[config.mk]
export PLATFORM = sky130hd
export DESIGN_NAME = msm_size_merge
export DESIGN_NICKNAME = d
export VERILOG_FILES = /design/src/rtl/msm_pkg.sv /design/src/rtl/msm_ctrl.sv /design/src/rtl/msm_find.sv /design/src/rtl/msm_join.sv /design/src/rtl/msm_size_merge.sv
export SDC_FILE = /design/constraint.sdc
export NUM_CORES = 1
export LEC_CHECK = 0
export ABC_CLOCK_PERIOD_IN_PS = 3500
export BUFFER_PORTS_ARGS = -buffer_cell sky130_fd_sc_hd__buf_4
export CORE_ASPECT_RATIO = 0.8
export CORE_MARGIN = 2
export CORE_UTILIZATION = 45
export DETAILED_ROUTE_END_ITERATION = 8
export MAX_ROUTING_LAYER = met4
export PLACE_DENSITY = 0.71
export SYNTH_ARGS = -nofsm -noshare
export SYNTH_HDL_FRONTEND = slang
export SYNTH_HIERARCHICAL = 1
export SYNTH_SLANG_ARGS = --single-unit
[constraint.sdc]
create_clock -name clk -period 3.5 [get_ports clk]
set_clock_uncertainty 0.15 [all_clocks]
set_input_delay 0.525 -clock clk [delete_from_list [all_inputs] [get_ports clk]]
set_output_delay 0.525 -clock clk [all_outputs]
set_load 0.03 [all_outputs]
[src/rtl/msm_pkg.sv]
package msm_pkg;

  typedef enum logic [2:0] {
    ST_IDLE,
    ST_EREAD,
    ST_ECAP,
    ST_FA,
    ST_FB,
    ST_JOIN,
    ST_FIN
  } msm_state_e;

  typedef enum logic [1:0] {
    LK_NONE,
    LK_A_UNDER_B,
    LK_B_UNDER_A,
    LK_B_UNDER_A_BUMP
  } msm_link_e;

endpackage

[src/rtl/msm_ctrl.sv]
module msm_ctrl
  import msm_pkg::*;
#(
  parameter int EAW = 7
) (
  input  logic           clk,
  input  logic           rst_n,
  input  logic           start,
  input  logic [EAW:0]   edge_count,
  input  logic           root_hit,
  output msm_state_e     state,
  output logic           edge_rd,
  output logic [EAW-1:0] edge_addr,
  output logic           busy,
  output logic           done
);

  msm_state_e     state_q, state_d;
  logic [EAW-1:0] idx_q;
  logic [EAW:0]   count_q;
  logic           last_edge;

  assign last_edge = ({1'b0, idx_q} == (count_q - 1'b1));

  always_comb begin
    state_d = state_q;
    unique case (state_q)
      ST_IDLE:  if (start) state_d = (edge_count == '0) ? ST_FIN : ST_EREAD;
      ST_EREAD: state_d = ST_ECAP;
      ST_ECAP:  state_d = ST_FA;
      ST_FA:    if (root_hit) state_d = ST_FB;
      ST_FB:    if (root_hit) state_d = ST_JOIN;
      ST_JOIN:  state_d = last_edge ? ST_FIN : ST_EREAD;
      ST_FIN:   state_d = ST_IDLE;
      default:  state_d = ST_IDLE;
    endcase
  end

  always_ff @(posedge clk or negedge rst_n) begin
    if (!rst_n) begin
      state_q <= ST_IDLE;
      idx_q   <= '0;
      count_q <= '0;
    end else begin
      state_q <= state_d;
      if (state_q == ST_IDLE && start) begin
        idx_q   <= '0;
        count_q <= edge_count;
      end else if (state_q == ST_JOIN && !last_edge) begin
        idx_q <= idx_q + 1'b1;
      end
    end
  end

  assign state     = state_q;
  assign edge_rd   = (state_q == ST_EREAD);
  assign edge_addr = idx_q;
  assign busy      = (state_q != ST_IDLE);
  assign done      = (state_q == ST_FIN);

  assert_done_pulse_R8: assert property (@(posedge clk) disable iff (!rst_n)
    done |=> !done && !busy);

  assert_edge_in_range_R3: assert property (@(posedge clk) disable iff (!rst_n)
    edge_rd |-> ({1'b0, edge_addr} < count_q));

  assert_count_held_R2: assert property (@(posedge clk) disable iff (!rst_n)
    (busy && !done) |=> $stable(count_q));

endmodule

[src/rtl/msm_find.sv]
module msm_find
  import msm_pkg::*;
#(
  parameter int NV  = 64,
  parameter int VAW = 6,
  parameter int RW  = 3,
  parameter int SW  = 7
) (
  input  logic           clk,
  input  logic           rst_n,
  input  msm_state_e     state,
  input  logic [VAW-1:0] edge_va,
  input  logic [VAW-1:0] edge_vb,
  input  logic [VAW-1:0] lbl_rdata,
  input  logic [RW-1:0]  rank_rdata,
  input  logic [SW-1:0]  size_rdata,
  output logic           attr_rd,
  output logic [VAW-1:0] attr_addr,
  output logic           root_hit,
  output logic [VAW-1:0] root_a,
  output logic [VAW-1:0] root_b,
  output logic [RW-1:0]  rank_a,
  output logic [RW-1:0]  rank_b,
  output logic [SW-1:0]  size_a,
  output logic [SW-1:0]  size_b
);

  localparam int HW = $clog2(NV + 1);

  logic [VAW-1:0] cur_q, vb_q;
  logic           walking;
  logic [HW-1:0]  hops_q;

  assign walking  = (state == ST_FA) || (state == ST_FB);
  assign root_hit = walking && (lbl_rdata == cur_q);

  always_comb begin
    attr_rd   = 1'b0;
    attr_addr = cur_q;
    unique case (state)
      ST_ECAP: begin
        attr_rd   = 1'b1;
        attr_addr = edge_va;
      end
      ST_FA: begin
        attr_rd   = 1'b1;
        attr_addr = root_hit ? vb_q : lbl_rdata;
      end
      ST_FB: begin
        attr_rd   = !root_hit;
        attr_addr = lbl_rdata;
      end
      default: ;
    endcase
  end

  always_ff @(posedge clk or negedge rst_n) begin
    if (!rst_n) begin
      cur_q  <= '0;
      vb_q   <= '0;
      root_a <= '0;
      root_b <= '0;
      rank_a <= '0;
      rank_b <= '0;
      size_a <= '0;
      size_b <= '0;
      hops_q <= '0;
    end else begin
      if (attr_rd) cur_q <= attr_addr;
      if (state == ST_ECAP) vb_q <= edge_vb;
      if (state == ST_FA && root_hit) begin
        root_a <= cur_q;
        rank_a <= rank_rdata;
        size_a <= size_rdata;
      end
      if (state == ST_FB && root_hit) begin
        root_b <= cur_q;
        rank_b <= rank_rdata;
        size_b <= size_rdata;
      end
      if (walking && !root_hit) hops_q <= hops_q + 1'b1;
      else                      hops_q <= '0;
    end
  end

  assert_walk_bounded_R4: assert property (@(posedge clk) disable iff (!rst_n)
    walking |-> (hops_q < HW'(NV)));

  assert_second_walk_start_R4: assert property (@(posedge clk) disable iff (!rst_n)
    (state == ST_FA && root_hit) |=> (cur_q == vb_q));

endmodule

[src/rtl/msm_join.sv]
module msm_join
  import msm_pkg::*;
#(
  parameter int VAW = 6,
  parameter int RW  = 3,
  parameter int SW  = 7
) (
  input  logic           clk,
  input  logic           rst_n,
  input  logic           active,
  input  logic [SW-1:0]  min_size,
  input  logic [VAW-1:0] root_a,
  input  logic [VAW-1:0] root_b,
  input  logic [RW-1:0]  rank_a,
  input  logic [RW-1:0]  rank_b,
  input  logic [SW-1:0]  size_a,
  input  logic [SW-1:0]  size_b,
  output logic           lbl_we,
  output logic [VAW-1:0] lbl_waddr,
  output logic [VAW-1:0] lbl_wdata,
  output logic           sz_we,
  output logic           rk_we,
  output logic [VAW-1:0] root_waddr,
  output logic [SW-1:0]  sz_wdata,
  output logic [RW-1:0]  rk_wdata
);

  function automatic logic too_small(input logic [SW-1:0] sa, input logic [SW-1:0] sb,
                                     input logic [SW-1:0] limit);
    return (sa < limit) || (sb < limit);
  endfunction

  function automatic msm_link_e pick_link(input logic [RW-1:0] ka, input logic [RW-1:0] kb);
    if (ka < kb)       return LK_A_UNDER_B;
    else if (ka > kb)  return LK_B_UNDER_A;
    else               return LK_B_UNDER_A_BUMP;
  endfunction

  function automatic logic [SW-1:0] merged_size(input logic [SW-1:0] sa, input logic [SW-1:0] sb);
    return sa + sb;
  endfunction

  msm_link_e link;
  logic      merge;

  assign merge = active && (root_a != root_b) && too_small(size_a, size_b, min_size);
  assign link  = merge ? pick_link(rank_a, rank_b) : LK_NONE;

  always_comb begin
    lbl_we     = 1'b0;
    sz_we      = 1'b0;
    rk_we      = 1'b0;
    lbl_waddr  = root_b;
    lbl_wdata  = root_a;
    root_waddr = root_a;
    sz_wdata   = merged_size(size_a, size_b);
    rk_wdata   = rank_a + 1'b1;
    unique case (link)
      LK_A_UNDER_B: begin
        lbl_we     = 1'b1;
        sz_we      = 1'b1;
        lbl_waddr  = root_a;
        lbl_wdata  = root_b;
        root_waddr = root_b;
      end
      LK_B_UNDER_A: begin
        lbl_we = 1'b1;
        sz_we  = 1'b1;
      end
      LK_B_UNDER_A_BUMP: begin
        lbl_we = 1'b1;
        sz_we  = 1'b1;
        rk_we  = 1'b1;
      end
      default: ;
    endcase
  end

  assert_link_distinct_R5: assert property (@(posedge clk) disable iff (!rst_n)
    lbl_we |-> (lbl_waddr != lbl_wdata) && active);

  assert_size_with_link_R7: assert property (@(posedge clk) disable iff (!rst_n)
    sz_we |-> lbl_we && (sz_wdata > size_a) && (sz_wdata > size_b) && (root_waddr == lbl_wdata));

  assert_rank_bump_R6: assert property (@(posedge clk) disable iff (!rst_n)
    rk_we |-> sz_we && (rank_a == rank_b) && (root_waddr == root_a));

endmodule

[src/rtl/msm_size_merge.sv]
module msm_size_merge
  import msm_pkg::*;
#(
  parameter int NV = 64,
  parameter int NE = 128,
  localparam int VAW = $clog2(NV),
  localparam int EAW = $clog2(NE),
  localparam int RW  = $clog2(VAW + 1),
  localparam int SW  = $clog2(NV + 1)
) (
  input  logic           clk,
  input  logic           rst_n,
  input  logic           start,
  input  logic [EAW:0]   edge_count,
  input  logic [SW-1:0]  min_size,
  output logic           edge_rd,
  output logic [EAW-1:0] edge_addr,
  input  logic [VAW-1:0] edge_va,
  input  logic [VAW-1:0] edge_vb,
  output logic           attr_rd,
  output logic [VAW-1:0] attr_addr,
  input  logic [VAW-1:0] lbl_rdata,
  input  logic [RW-1:0]  rank_rdata,
  input  logic [SW-1:0]  size_rdata,
  output logic           lbl_we,
  output logic [VAW-1:0] lbl_waddr,
  output logic [VAW-1:0] lbl_wdata,
  output logic           sz_we,
  output logic           rk_we,
  output logic [VAW-1:0] root_waddr,
  output logic [SW-1:0]  sz_wdata,
  output logic [RW-1:0]  rk_wdata,
  output logic           busy,
  output logic           done
);

  msm_state_e     state;
  logic           root_hit;
  logic [VAW-1:0] root_a, root_b;
  logic [RW-1:0]  rank_a, rank_b;
  logic [SW-1:0]  size_a, size_b;

  msm_ctrl #(.EAW(EAW)) u_ctrl (
    .clk        (clk),
    .rst_n      (rst_n),
    .start      (start),
    .edge_count (edge_count),
    .root_hit   (root_hit),
    .state      (state),
    .edge_rd    (edge_rd),
    .edge_addr  (edge_addr),
    .busy       (busy),
    .done       (done)
  );

  msm_find #(.NV(NV), .VAW(VAW), .RW(RW), .SW(SW)) u_find (
    .clk        (clk),
    .rst_n      (rst_n),
    .state      (state),
    .edge_va    (edge_va),
    .edge_vb    (edge_vb),
    .lbl_rdata  (lbl_rdata),
    .rank_rdata (rank_rdata),
    .size_rdata (size_rdata),
    .attr_rd    (attr_rd),
    .attr_addr  (attr_addr),
    .root_hit   (root_hit),
    .root_a     (root_a),
    .root_b     (root_b),
    .rank_a     (rank_a),
    .rank_b     (rank_b),
    .size_a     (size_a),
    .size_b     (size_b)
  );

  msm_join #(.VAW(VAW), .RW(RW), .SW(SW)) u_join (
    .clk        (clk),
    .rst_n      (rst_n),
    .active     (state == ST_JOIN),
    .min_size   (min_size),
    .root_a     (root_a),
    .root_b     (root_b),
    .rank_a     (rank_a),
    .rank_b     (rank_b),
    .size_a     (size_a),
    .size_b     (size_b),
    .lbl_we     (lbl_we),
    .lbl_waddr  (lbl_waddr),
    .lbl_wdata  (lbl_wdata),
    .sz_we      (sz_we),
    .rk_we      (rk_we),
    .root_waddr (root_waddr),
    .sz_wdata   (sz_wdata),
    .rk_wdata   (rk_wdata)
  );

  assert_idle_quiet_R1: assert property (@(posedge clk) disable iff (!rst_n)
    !busy |-> !edge_rd && !attr_rd && !lbl_we && !sz_we && !rk_we && !done);

  assert_no_read_on_write_R9: assert property (@(posedge clk) disable iff (!rst_n)
    lbl_we |-> !attr_rd && !edge_rd);

endmodule

==> results of run 1 <==
routing by layer:
layer	wire length, um	vias up	track usage [%]	part of all wire [%]
met5	0	-	-	0
met4	140	0	5.691	1.5
met3	450	12	3.624	4.7
met2	4439	97	30.42	47
met1	4447	1624	26.06	47
li1	-	1597	-	-
worst min path at each step:
stage | slack, ns | from | endpoint | depth (start not counted)
global placement | 0.34 | u_find/rank_b[2] | u_find/rank_b[2] | 1
floorplan | 0.08 | rst_n | u_ctrl/count_q[0] | 0
detailed placement | 0.35 | u_find/rank_b[1] | u_find/rank_b[1] | 1
finish | 0.14 | rst_n | u_find/root_a[1] | 1
CTS | 0.18 | rst_n | u_find/root_b[1] | 1
global route | 0.20 | rst_n | u_find/root_b[1] | 1
power breakdown:
group / leakage [nW] / switching (mW) / internal (mW) / total [mW]
sequential: 0.813 / 0.287 / 0.929 / 1.22
clock: 0.151 / 0.305 / 0.604 / 0.908
combinational: 1.64 / 1.03 / 0.842 / 1.88
logic make-up after synthesis:
logic type      after synthesis
simple gates                 98
compound gates               78
flops                        62
mux                          60
buf+inv                      45
xor+xnor                     25
fa+ha+maj                    25
critical path, cell delays in order (launching register included):
cell,delay (ns)
dfrtp_1,0.37
ha_1,0.20
inv_1,0.06
fa_1,0.40
nor2b_1,0.12
o21ai_0,0.11
a21boi_0,0.38
nor4_1,0.09
nor3b_1,0.20
buf_4,0.19
registers in the layout, summed over array words and instances (netlist names):
register          flops
u_find/size_b         7
u_ctrl/edge_addr      7
u_find/root_b         6
u_ctrl/count_q        8
u_find/rank_a         3
u_find/root_a         6
u_find/rank_b         3
u_find/vb_q           6
u_find/size_a         7
u_ctrl/state          3
u_find/cur_q          6
cell usage after synthesis (2+ instances only):
cell      instances  share of area (%)
dfrtp_1          62                 37
nand2_1          40                3.6
mux2_2           30                8.0
ha_1             24                7.1
inv_1            23                2.0
a21oi_1          21                2.5
mux2_4           20                7.1
o21ai_0          15                1.8
xnor2_1          14                2.9
nor2_1           12                1.1
a221o_1          10                2.4
buf_4            10                1.8
mux2i_1          10                2.4
xor2_1            9                1.9
a221oi_1          6                1.2
nor3_1            6               0.71
clkbuf_1          5               0.44
nand3_1           5               0.59
nor2b_1           5               0.74
and3_1            4               0.59
o31ai_1           3               0.53
a221o_2           2               0.53
a22oi_1           2               0.36
buf_12            2               0.95
buf_6             2               0.53
nor3b_1           2               0.36
o211a_1           2               0.47
o211ai_1          2               0.36
o21ba_2           2               0.47
o22ai_1           2               0.30
or3_1             2               0.30
or4_1             2               0.36
xnor2_2           2               0.77
final cells by class:
type                            count  share of cell area (%)
Clock buffer                       12                   5.097
Inverter                           23                   1.651
Sequential cell                    62                   29.67
Tap cell                          115                   2.752
Clock inverter                      3                  0.8136
Timing Repair Buffer               97                   13.93
Multi-Input combinational cell    286                   46.09
==> out/metrics.yaml, run 1 <==
status: "completed"
layout_setup_ws_ns: 0.3835
htreeDepth: 3
synth_xor_area_share_pct: 5.536
grt-ovfl-total: 0
fmax_mhz: 320.9
yosys_warnings: 6
period_share_pct: 89.04
hold_viol: 0
max_cap_viol_count: 0
initialDrtViolationCount: 148
root_buffer: "clkbuf_16"
synthesis.nets: 464
startpoint_type: "register"
synth-edff-count: 0
postLayoutCellArea_um2: 5229
drtPass1Iterations: 4
wl_per_cell_um: 15.85
total_power_mw: 4.001
critPathCapture: "sz_wdata[6]"
finalSetupViolCount: 0
regArea_um2: 1551
period_minus_slack_ns: 3.117
ys_seq_area_share_pct: 36.71
slew_violations: 0
grt_pass1_wl_um: 15690
drt_wl_total_um: 9477
utilization_pct: 57.61
crit_fanout: 3
synth_cell_type_count: 68
grt_usage_pct: 19.49
io_pins: 94
num_vias: 3330
final_common_cell: "buf_4"
regToRegEndpoint: "u_ctrl/edge_addr[6]"
grt_pass1_vias: 3258
yosys.area_share.simple_pct: 12.67
layout_common_cells: "buf_4 (97), dfrtp_1 (62), nand2_1 (40), mux2_2 (30), ha_1 (24)"
nets: 550
syn_avg_cell_area_um2: 10.75
vdd_ir_drop_max_uv: 445.0
clock_latency_ns: 0.32
powerDensity_nw_per_um2: 765.1
cts_tree: "built"
postCtsSetupBuffers: 0
hold_path_class: "primary input to async pin"
antenna_found_initial: 0
dp_slack_ns: 0.4952
multiInputGateArea_um2: 2410
start_util_pct: 46.57
drcViolationCount: 0
n_antenna_cell: 0
placement.io_buffers: 93
die_x_um: 112.4
dpl.hpwl_um: 6993
endpoint_kind: "output pin"
dpl-instance-area_um2: 4920
synthArstFlopShare_pct: 100.0
clock_path_buffers: 2
synthAdderAreaFrac_pct: 7.578
synthMuxAreaShare_pct: 17.47
whs_ns: 0.1422
syn-cell-area_um2: 4227
synth_cells: 393
reg2reg_depth: 7
viasPerCell: 5.569
critPathArrivalTime_ns: 2.44
critPathLaunch: "u_find/size_b[0]"
reg2reg_setup_slack_ns: 0.46
r2r-start: "u_ctrl/count_q[0]"
areaGrowthSynthToFinish_pct: 23.71
tightest_slew_ns: 0.9721
rsz0062_at_grt: "no"
ctsHoldBuffers: 0
fp.dieArea_um2: 10190
grt_max_degree: 63
cts_resized: 0
cts_made_buffers: 9
gp_congestion: 0.9356
synth_ff_type: "dfrtp_1"
die_y_um: 90.68
setup-tns-final_ns: 0
std_cell_rows: 31
p_leak_nw: 2.607
core-area_um2: 9076
synth_compound_area_share_pct: 13.77
path_class: "register to output pin"
clkTransAtPathRegs_ns: 0.06
place_inst: 583
clock_sinks: 62
relSlewSlack_pct: 35.19
synth_seq_cells: 62
required_ns: 2.82
layout.cells.non_filler: 598
antenna_left: 0
drive_gt1_share_pct: 37.89
synth_top_family_by_area: "multiplexers"
fill_cells: 799
(Power assumes the default switching activity.)
==> run 2: changes to the inputs <==
Settings changed: CORE_MARGIN 2 to 5.
==> run 2 against run 1 <==
Compared with the run above:
- first-iteration DRC count increased by 16%
- non-clock buffer count unchanged
- worst hold slack got worse by 0.0062 ns
- sequential share of layout area increased by 0.19 points
- final area decreased by 0.62%
- clock power decreased by 8.7%
- maximum frequency decreased by 0.28%
- flip-flop and latch count unchanged
- sequential power about the same
- worst setup slack got worse by 0.0088 ns
- critical path type unchanged
==> out/metrics.yaml, run 2 (synthesized netlist as in run 1, its figures left out) <==
status: "completed"  # unchanged
wl_per_cell_um: 16.10  # was 15.85 um
use_met2_pct: 26.46  # was 30.42%
core-area_um2: 9115  # was 9076 um^2
nets: 550  # unchanged
clkTransAtPathRegs_ns: 0.05  # was 0.06 ns
cts_made_buffers: 9  # unchanged
drive_gt1_share_pct: 37.63  # was 37.89%
io_pins: 94  # unchanged
grt_use_met3_pct: 4.490  # was 3.624%
regToRegEndpoint: "u_ctrl/state[1]"  # was u_ctrl/edge_addr[6]
clock_latency_ns: 0.32  # about the same
grt_pass1_wl_um: 15900  # was 15,690 um
setup-tns-final_ns: 0  # unchanged
root_buffer: "clkbuf_16"  # unchanged
cts_tree: "built"  # unchanged
hold_path_class: "primary input to async pin"  # unchanged
vdd_ir_drop_max_uv: 396.1  # was 445.0 uV
htreeDepth: 3  # unchanged
cts_resized: 0  # unchanged
drt_wl_total_um: 9594  # was 9477 um
r2r-start: "u_ctrl/count_q[0]"  # unchanged
crit_fanout: 3  # unchanged
antenna_found_initial: 0  # unchanged
finalSetupViolCount: 0  # unchanged
fp.dieArea_um2: 11440  # was 10,190 um^2
rsz0062_at_grt: "no"  # unchanged
tightest_slew_ns: 0.9694  # was 0.9721 ns
fmax_mhz: 320.0  # was 320.9 MHz
initialDrtViolationCount: 171  # was 148
start_util_pct: 46.37  # was 46.57%
met1_usage_pct: 23.12  # was 26.06%
ctsHoldBuffers: 0  # unchanged
endpoint_kind: "output pin"  # unchanged
relSlewSlack_pct: 35.37  # was 35.19%
areaGrowthSynthToFinish_pct: 22.94  # was 23.71%
placement.io_buffers: 93  # unchanged
grt_max_degree: 63  # unchanged
gp_congestion: 0.8453  # was 0.9356
hold_viol: 0  # unchanged
reg2reg_setup_slack_ns: 0.43  # was 0.46 ns
critPathArrivalTime_ns: 2.45  # was 2.44 ns
viasPerCell: 5.404  # was 5.569
largest_register_ffs: 8  # unchanged
max_cap_viol_count: 0  # unchanged
grt-ovfl-total: 0  # unchanged
final_common_cell: "buf_4"  # unchanged
p_leak_nw: 2.589  # was 2.607 nW
grt_usage_pct: 17.29  # was 19.49%
dpl.hpwl_um: 7227  # was 6993 um
required_ns: 2.82  # about the same
die_y_um: 96.68  # was 90.68 um
std_cell_rows: 31  # unchanged
num_vias: 3221  # was 3,330
die_x_um: 118.4  # was 112.4 um
period_minus_slack_ns: 3.125  # was 3.117 ns
critPathLaunch: "u_find/size_a[0]"  # was u_find/size_b[0]
busiest_layer: "met2"  # unchanged
slew_violations: 0  # unchanged
layout.cells.non_filler: 596  # was 598
reg2reg_depth: 7  # unchanged
postCtsSetupBuffers: 0  # unchanged
clock_sinks: 62  # unchanged
drtPass1Iterations: 4  # unchanged
drcViolationCount: 0  # unchanged
regMostFlops: "u_ctrl/count_q"  # unchanged
n_antenna_cell: 0  # unchanged
startpoint_type: "register"  # unchanged
place_inst: 583  # unchanged
path_class: "register to output pin"  # unchanged
period_share_pct: 89.30  # was 89.04%
powerDensity_nw_per_um2: 754.7  # was 765.1 nW/um^2
layout_common_cells: "buf_4 (97), dfrtp_1 (62), nand2_1 (40), mux2_2 (30), ha_1 (24)"  # unchanged
grt_pass1_vias: 3186  # was 3,258
antenna_left: 0  # unchanged
clock_path_buffers: 2  # unchanged
run 2: cell count changes in the layout (fill, tap and decap cells not counted), sizes merged:
cell / previous run / this run
clkinv: 1 / 2
clkbuf: 12 / 9
run 2: metrics by stage:
stage | util, % | area, um^2 | hold slack [ns] | setup slack, ns | total power, mW
finish | 57.01 | 5196 | 0.1360 | 0.3746 | 3.922
global route | 57.01 | 5196 | 0.2064 | 0.1184 | 4.198
CTS | 57.01 | 5196 | 0.1666 | 0.3855 | 3.965
detailed placement | 53.97 | 4920 | 0.3462 | 0.4519 | 3.108
global placement | 53.97 | 4920 | 0.3392 | 0.4902 | 3.045
floorplan | - | 4227 | 0.07941 | 0.6133 | 2.568
run 2: how the worst max path moves through the flow:
| stage | to | slack (ns) | depth (start not counted) |
|---|---|---|---|
| 3_3_place_gp | u_ctrl/state[1] | 0.49 | 7 |
| 5_1_grt | sz_wdata[6] | 0.12 | 9 |
| 2_1_floorplan | sz_wdata[6] | 0.61 | 8 |
| 4_1_cts | sz_wdata[6] | 0.39 | 9 |
| 6_report | sz_wdata[6] | 0.37 | 9 |
| 3_5_place_dp | u_ctrl/state[1] | 0.45 | 7 |
run 2: per-layer routing:
layer  share of wire (%)  wire (um)  vias up
li1                    -          -     1597
met1                  48       4561     1544
met2                  47       4523       78
met3                 4.7        453        2
met4                0.58         56        0
met5                   0          0        -
run 2: final cells by class:
type	count	area [um^2]
Fill cell	797	3919
Multi-Input combinational cell	286	2410
Clock buffer	9	225.2
Timing Repair Buffer	97	728.2
Inverter	23	86.33
Clock inverter	4	51.30
Sequential cell	62	1551
Tap cell	115	143.9
run 2: worst max-delay path, cell delays in order, from the launching register on:
cell,delay (ns)
dfrtp_1,0.37
ha_1,0.19
inv_1,0.06
fa_1,0.41
nor2b_1,0.13
o21ai_0,0.10
a21boi_0,0.38
nor4_1,0.09
nor3b_1,0.22
buf_4,0.20
run 2: power breakdown:
part           total, mW  internal, mW  switching [mW]
registers           1.21         0.929           0.285
clock network      0.829         0.537           0.291
logic               1.88         0.843            1.04
total               3.92          2.31            1.61
